**config.mk**
```make
export PLATFORM = sky130hd
export DESIGN_NAME = vss_lane_shifter
export DESIGN_NICKNAME = d
export VERILOG_FILES = /design/src/rtl/vss_pkg.sv /design/src/rtl/vss_prep.sv /design/src/rtl/vss_right.sv /design/src/rtl/vss_left.sv /design/src/rtl/vss_lane_shifter.sv
export SDC_FILE = /design/constraint.sdc
export NUM_CORES = 2
export LEC_CHECK = 0
export ABC_AREA = 1
export BUFFER_PORTS_ARGS = -buffer_cell sky130_fd_sc_hd__buf_2
export CAP_MARGIN = 20
export CELL_PAD_IN_SITES_DETAIL_PLACEMENT = 0
export CELL_PAD_IN_SITES_GLOBAL_PLACEMENT = 1
export CORE_AREA = 2 2 260 262
export CTS_BUF_LIST = sky130_fd_sc_hd__clkbuf_4 sky130_fd_sc_hd__clkbuf_8 sky130_fd_sc_hd__clkbuf_16
export DETAILED_ROUTE_END_ITERATION = 8
export DIE_AREA = 0 0 262 264
export GPL_TIMING_DRIVEN = 1
export PLACE_DENSITY_LB_ADDON = 0.05
export SLEW_MARGIN = 20
export SYNTH_ARGS = -nofsm -noshare
export SYNTH_HDL_FRONTEND = slang
export SYNTH_SLANG_ARGS = --single-unit
```
**constraint.sdc**
```tcl
create_clock -name clk -period 0.8 [get_ports clk]
set_input_delay 0.08 -clock clk [delete_from_list [all_inputs] [get_ports clk]]
set_output_delay 0.08 -clock clk [all_outputs]
set_load 0.02 [all_outputs]
```
**src/rtl/vss_pkg.sv**
```systemverilog
package vss_pkg;

   localparam int unsigned VSS_NSIZE = 4;

   typedef enum logic [1:0] {
      VSS_SIGNED       = 2'd0,
      VSS_UNSIGNED     = 2'd1,
      VSS_S2U          = 2'd2,
      VSS_UNSIGNED_ALT = 2'd3
   } vss_mode_e;

   // element width in bits for a size code
   function automatic logic [7:0] vss_elem_bits(input logic [1:0] size_sel);
      return 8'(8 << size_sel);
   endfunction

endpackage

```
**src/rtl/vss_prep.sv**
```systemverilog
module vss_prep
   import vss_pkg::*;
#(
   parameter int DATA_W = 64,
   localparam int EXT_W = DATA_W + 1,
   localparam int NSZ   = VSS_NSIZE
) (
   input  logic [DATA_W-1:0] elem_i,
   input  logic [1:0]        size_i,
   input  vss_mode_e         mode_i,
   input  logic              sat_en_i,
   output logic [EXT_W-1:0]  opnd_o,
   output logic              signed_o,
   output logic              force_zero_o
);

   logic [EXT_W-1:0] sx [NSZ];
   logic [EXT_W-1:0] zx [NSZ];
   logic             msb [NSZ];

   for (genvar g = 0; g < NSZ; g++) begin : g_size
      localparam int EW = 8 << g;
      assign msb[g] = elem_i[EW-1];
      assign sx[g]  = {{(EXT_W-EW){elem_i[EW-1]}}, elem_i[EW-1:0]};
      assign zx[g]  = {{(EXT_W-EW){1'b0}}, elem_i[EW-1:0]};
   end

   always_comb begin
      signed_o     = (mode_i == VSS_SIGNED);
      opnd_o       = signed_o ? sx[size_i] : zx[size_i];
      force_zero_o = (mode_i == VSS_S2U) && sat_en_i && msb[size_i];
   end

endmodule

```
**src/rtl/vss_right.sv**
```systemverilog
module vss_right #(
   parameter int DATA_W  = 64,
   parameter int SHIFT_W = 8,
   localparam int EXT_W  = DATA_W + 1
) (
   input  logic [EXT_W-1:0]  opnd_i,
   input  logic              signed_i,
   input  logic              round_i,
   input  logic [SHIFT_W:0]  mag_i,
   input  logic [SHIFT_W:0]  ebits_i,
   output logic [EXT_W-1:0]  res_o
);

   logic [SHIFT_W:0]        limit;
   logic signed [EXT_W-1:0] s_op;
   logic signed [EXT_W-1:0] pre;

   always_comb begin
      // unsigned rounding keeps one extra step before collapsing to zero
      limit = ebits_i + {{SHIFT_W{1'b0}}, (round_i & ~signed_i)};
      s_op  = $signed(opnd_i);
      pre   = s_op >>> (mag_i - 1'b1);
      if (mag_i >= limit) begin
         res_o = round_i ? '0 : {EXT_W{opnd_i[EXT_W-1]}};
      end else if (round_i) begin
         res_o = (pre >>> 1) + {{(EXT_W-1){1'b0}}, pre[0]};
      end else begin
         res_o = s_op >>> mag_i;
      end
   end

endmodule

```
**src/rtl/vss_left.sv**
```systemverilog
module vss_left
   import vss_pkg::*;
#(
   parameter int DATA_W  = 64,
   parameter int SHIFT_W = 8,
   localparam int EXT_W  = DATA_W + 1,
   localparam int WORK_W = 2 * DATA_W + 1,
   localparam int NSZ    = VSS_NSIZE
) (
   input  logic [EXT_W-1:0]   opnd_i,
   input  logic               signed_i,
   input  logic               sat_i,
   input  logic [SHIFT_W-1:0] amt_i,
   input  logic [1:0]         size_i,
   input  logic [SHIFT_W:0]   ebits_i,
   output logic [EXT_W-1:0]   res_o,
   output logic               ovf_o
);

   logic [WORK_W-1:0] wide;
   logic [WORK_W-1:0] shifted;
   logic [WORK_W-1:0] tr_s  [NSZ];
   logic [WORK_W-1:0] tr_z  [NSZ];
   logic [EXT_W-1:0]  s_max [NSZ];
   logic [EXT_W-1:0]  s_min [NSZ];
   logic [EXT_W-1:0]  u_max [NSZ];

   assign wide    = {{(WORK_W-EXT_W){opnd_i[EXT_W-1]}}, opnd_i};
   assign shifted = wide << amt_i;

   for (genvar g = 0; g < NSZ; g++) begin : g_size
      localparam int EW = 8 << g;
      assign tr_s[g]  = {{(WORK_W-EW){shifted[EW-1]}}, shifted[EW-1:0]};
      assign tr_z[g]  = {{(WORK_W-EW){1'b0}}, shifted[EW-1:0]};
      assign s_max[g] = {{(EXT_W-EW+1){1'b0}}, {(EW-1){1'b1}}};
      assign s_min[g] = {{(EXT_W-EW+1){1'b1}}, {(EW-1){1'b0}}};
      assign u_max[g] = {{(EXT_W-EW){1'b0}}, {EW{1'b1}}};
   end

   logic [WORK_W-1:0] trunc;
   logic [EXT_W-1:0]  satv;
   logic              fits;
   logic              in_range;

   always_comb begin
      trunc    = signed_i ? tr_s[size_i] : tr_z[size_i];
      fits     = (trunc == shifted);
      in_range = ({1'b0, amt_i} < ebits_i);
      if (signed_i) satv = opnd_i[EXT_W-1] ? s_min[size_i] : s_max[size_i];
      else          satv = u_max[size_i];
      ovf_o = 1'b0;
      res_o = '0;
      if (in_range) begin
         if (fits || !sat_i) begin
            res_o = trunc[EXT_W-1:0];
         end else begin
            res_o = satv;
            ovf_o = 1'b1;
         end
      end else if (sat_i && (|opnd_i)) begin
         res_o = satv;
         ovf_o = 1'b1;
      end
   end

endmodule

```
**src/rtl/vss_lane_shifter.sv**
```systemverilog
module vss_lane_shifter
   import vss_pkg::*;
#(
   parameter int DATA_W  = 64,
   parameter int SHIFT_W = 8
) (
   input  logic               clk,
   input  logic               rst_n,
   input  logic               in_valid,
   input  logic [DATA_W-1:0]  in_elem,
   input  logic [SHIFT_W-1:0] in_shift,
   input  logic [1:0]         in_size,
   input  logic [1:0]         in_mode,
   input  logic               in_round,
   input  logic               in_sat,
   input  logic               sat_clr,
   output logic               out_valid,
   output logic [DATA_W-1:0]  out_elem,
   output logic               out_sat
);

   localparam int EXT_W = DATA_W + 1;

   if (DATA_W != 64) begin : g_bad_width
      $error("vss_lane_shifter: DATA_W must be 64 to hold every size code");
   end
   if (SHIFT_W < 8 || (1 << (SHIFT_W - 1)) <= DATA_W) begin : g_bad_shift
      $error("vss_lane_shifter: SHIFT_W too narrow for the element width");
   end

   vss_mode_e mode;
   assign mode = vss_mode_e'(in_mode);

   logic                     go_right;
   logic signed [SHIFT_W:0]  amt_x;
   logic [SHIFT_W:0]         mag;
   logic [SHIFT_W:0]         ebits;

   always_comb begin
      go_right = in_shift[SHIFT_W-1];
      amt_x    = {in_shift[SHIFT_W-1], in_shift};
      mag      = go_right ? (SHIFT_W+1)'(-amt_x) : (SHIFT_W+1)'(amt_x);
      ebits    = (SHIFT_W+1)'(vss_elem_bits(in_size));
   end

   logic [EXT_W-1:0] opnd;
   logic             is_signed;
   logic             force_zero;

   vss_prep #(.DATA_W(DATA_W)) u_prep (
      .elem_i       (in_elem),
      .size_i       (in_size),
      .mode_i       (mode),
      .sat_en_i     (in_sat),
      .opnd_o       (opnd),
      .signed_o     (is_signed),
      .force_zero_o (force_zero)
   );

   logic [EXT_W-1:0] r_res;
   logic [EXT_W-1:0] l_res;
   logic             l_ovf;

   vss_right #(.DATA_W(DATA_W), .SHIFT_W(SHIFT_W)) u_right (
      .opnd_i   (opnd),
      .signed_i (is_signed),
      .round_i  (in_round),
      .mag_i    (mag),
      .ebits_i  (ebits),
      .res_o    (r_res)
   );

   vss_left #(.DATA_W(DATA_W), .SHIFT_W(SHIFT_W)) u_left (
      .opnd_i   (opnd),
      .signed_i (is_signed),
      .sat_i    (in_sat),
      .amt_i    (in_shift),
      .size_i   (in_size),
      .ebits_i  (ebits),
      .res_o    (l_res),
      .ovf_o    (l_ovf)
   );

   logic [EXT_W-1:0] res;
   logic             sat_evt;

   always_comb begin
      sat_evt = force_zero | (~go_right & l_ovf);
      if (force_zero)    res = '0;
      else if (go_right) res = r_res;
      else               res = l_res;
   end

   always_ff @(posedge clk or negedge rst_n) begin
      if (!rst_n) begin
         out_valid <= 1'b0;
         out_elem  <= '0;
         out_sat   <= 1'b0;
      end else begin
         out_valid <= in_valid;
         if (in_valid) out_elem <= res[DATA_W-1:0];
         out_sat   <= (out_sat & ~sat_clr) | (in_valid & sat_evt);
      end
   end

endmodule

```
==> results.sh <==
export IMPL_crit_path_frequent_cell="nand2_1"
export IMPL_power_density_nw_per_um2=1330
export IMPL_hold_class="input port to async pin"
export IMPL_critPathSlowestCell="nor2_4"
export IMPL_synth_warnings=0
export IMPL_drc_errors=0
export IMPL_antenna_found_initial=1
export IMPL_place_hpwl_mm=129
export IMPL_worst_pin_slew_ns=0.965
export IMPL_cts_max_level=3
export IMPL_port_buffer_count=147
export IMPL_netlist_cell_type_count=62
export IMPL_critPathArrivalTime_ns=4.62
export IMPL_worst_path_buf_inv=7
export IMPL_fin_crit_sh_pct=544
export IMPL_max_vdd_ir_drop_mv=1.19
export IMPL_yosysMostFrequentCell="nand2_1"
export IMPL_skew_ns=0
export IMPL_cap_violations=0
export IMPL_cp_slowest_stage_delay_ns=0.26
export IMPL_syn_avg_cell_area_um2=4.80
export IMPL_synth_top_area_cell="nand2_1"
export IMPL_slew_headroom_pct=35.6
export IMPL_grt_max_degree=107
export IMPL_synth_edf_count=0
export IMPL_cp_top_family="simple AND/OR/NAND/NOR gates"
export IMPL_grt_pass1_wl_mm=233
export IMPL_met1_usage_pct=58.3
export IMPL_rsz0062_at_grt="true"
export IMPL_status="finished with violations"
export IMPL_syn_to_final_growth_pct=49.1
export IMPL_cp_start_kind="input port"
export IMPL_max_freq_mhz=230
export IMPL_finalSetupTns_ns=-234.72
export IMPL_p_leak_nw=19.4
export IMPL_synth_seq_area_share_pct=6.62
export IMPL_finalHoldViolCount=0
export IMPL_via_per_inst=5.89
export IMPL_drtIter0Drc=5539
export IMPL_io_pins=148
export IMPL_vias=41234
export IMPL_cts_buffers=9
export IMPL_synth_area_um2=24900
export IMPL_grt_busiest_layer="met2"
export IMPL_rows=95
export IMPL_grt_usage_pct=44.2
export IMPL_clock_path_buffers=2
export IMPL_syn_inst=5190
export IMPL_setup_worst_path_class="input port to flip-flop"
export IMPL_violations="setup timing"
export IMPL_crit_required_ns=1.07
export IMPL_final_nets=6214
export IMPL_grt_pass1_vias=37910
export IMPL_floorplan_initialDensity_pct=37.5
export IMPL_cts_tree="done"
export IMPL_routedWlPerCell_um=22.8
export IMPL_cts_root_buf="clkbuf_16"
export IMPL_synth_top_area_share_pct=28.5
export IMPL_die_area_um2=69200
export IMPL_r2r_slack_ns=0.06
export IMPL_grtUsageMet2_pct=67.8
export IMPL_yosys_top_cells_count="1890 x nand2_1, 1341 x nand3_1, 322 x o21ai_0"
export IMPL_grtUsageMet3_pct=8.44
export IMPL_slew_viol_final=0
export IMPL_die_x_um=262
export IMPL_grt_overflow_total=0
export IMPL_synth_area_leaders="nand2_1 28%, nand3_1 27%, dfrtp_1 6.6%"
export IMPL_path_clk_slew_ns=0.06
export IMPL_cp_end_kind="flip-flop"
export IMPL_clk_latency_ns=0.33
export IMPL_cts_sinks=66
export IMPL_finalSetupViolCount=131
export IMPL_die_h_um=264
export IMPL_preCtsSetupSlack_ns=-4.20
export IMPL_place_gp_congestion=1.06
export IMPL_power_total_w=0.0494
export IMPL_ys_flop_type="dfrtp_1"
export IMPL_synth_nets=5284
export IMPL_dr_pass1_iters=8
export IMPL_synth_seq_cells=66
export IMPL_fin_util_pct=55.8
export IMPL_fin_crit_ns=4.35
export IMPL_finalWirelength_mm=160
export IMPL_ys_async_sr_fraction_pct=100
export IMPL_core_um2=66600
export IMPL_fin_ws_ns=-3.55
export IMPL_crit_fanout=12
export IMPL_drive_above_1_share_pct=30.5
export IMPL_final_antenna_net_count=0
cells by family (layout without fill, tap and decap cells):
| family | Yosys count | after routing | synth area share, % |
|---|---|---|---|
| and+or+nand+nor | 3753 | 3753 | 66.0 |
| muxes | 19 | 19 | 0.763 |
| buffers and inverters | 648 | 1582 | 10.7 |
| adders and majority gates | 12 | 12 | 0.602 |
| AOI/OAI and AO/OA | 685 | 685 | 15.0 |
| DFF | 66 | 66 | 6.62 |
| xor gates and xnor gates | 7 | 7 | 0.306 |
| other | 0 | 3 | 0 |
where the power goes:
part | leakage (nW) | total (W) | switching [W] | internal [W]
clock network | 0.155 | 0.00416 | 0.00148 | 0.00268
logic | 18.4 | 0.0406 | 0.0254 | 0.0152
registers | 0.814 | 0.00458 | 0.000646 | 0.00393
total | 19.4 | 0.0494 | 0.0275 | 0.0219
timing repair:
action                                  CTS  global route
pin swaps                                43            64
buffers inserted                         10             9
cloned                                    6             3
hold endpoints to repair                 68             0
resized for setup                       297           231
hold buffers                              3             0
endpoints found under the setup margin  131           131
registers in the layout, summed over array words and instances (netlist names):
signal and flops:
out_valid 1, out_elem 64, out_sat 1
layout by cell type, fill, tap and decap left out, types with 17 or more instances in the layout:
cell      instances
buf_4          1092
mux2i_1          19
nand2_1        1806
o21ai_1          42
nand2_2          85
o21ai_0         302
o211ai_1         28
nor2_1          271
inv_2            55
nand3_4          17
nor2_4           21
buf_6            44
inv_1           205
nand3_1        1105
nand3_2         234
nand4_1          92
buf_2           113
a21oi_1         199
buf_12           34
nor2_2           47
dfrtp_1          56
path summary, 6_finish.rpt:
kind,start,endpoint,cells past startpoint
setup / recovery,in_shift[1],out_elem[15],35
hold / removal,rst_n,out_elem[62],2
setup reg to reg,out_elem[21],out_elem[21],2
hold reg to reg,out_elem[56],out_elem[56],2
max in group asynchronous,rst_n,out_elem[49],3
min in group clk,in_valid,out_sat,4
layout make-up:
class	instances	area, µm²
inverters	269	1020
clock inverters	2	35.0
flip-flops and latches	66	1660
multi-input cells	4476	22800
clock buffers	13	274
well taps	873	1090
fillers	7258	29400
repair buffers	1298	10300
diodes	3	7.51
per-stage QoR:
| step | area, µm² | hold slack [ns] | instances |
|---|---|---|---|
| 6_report | 37200 | 0.139 | 7000 |
| 5_1_grt | 37200 | 0.158 | 6997 |
| 4_1_cts | 36000 | 0.111 | 6985 |
| 3_5_place_dp | 34300 | -0.0595 | 6953 |
| 3_3_place_gp | 34300 | -0.0599 | 6953 |
| 2_1_floorplan | 25400 | -0.216 | 5190 |
layer usage:
metal / vias up / wire length, µm
li1: 19315 / -
met1: 19043 / 64300
met2: 2432 / 68400
met3: 444 / 16500
met4: 0 / 10600
met5: - / 0
Note: power is estimated with default switching activity, not from simulation.
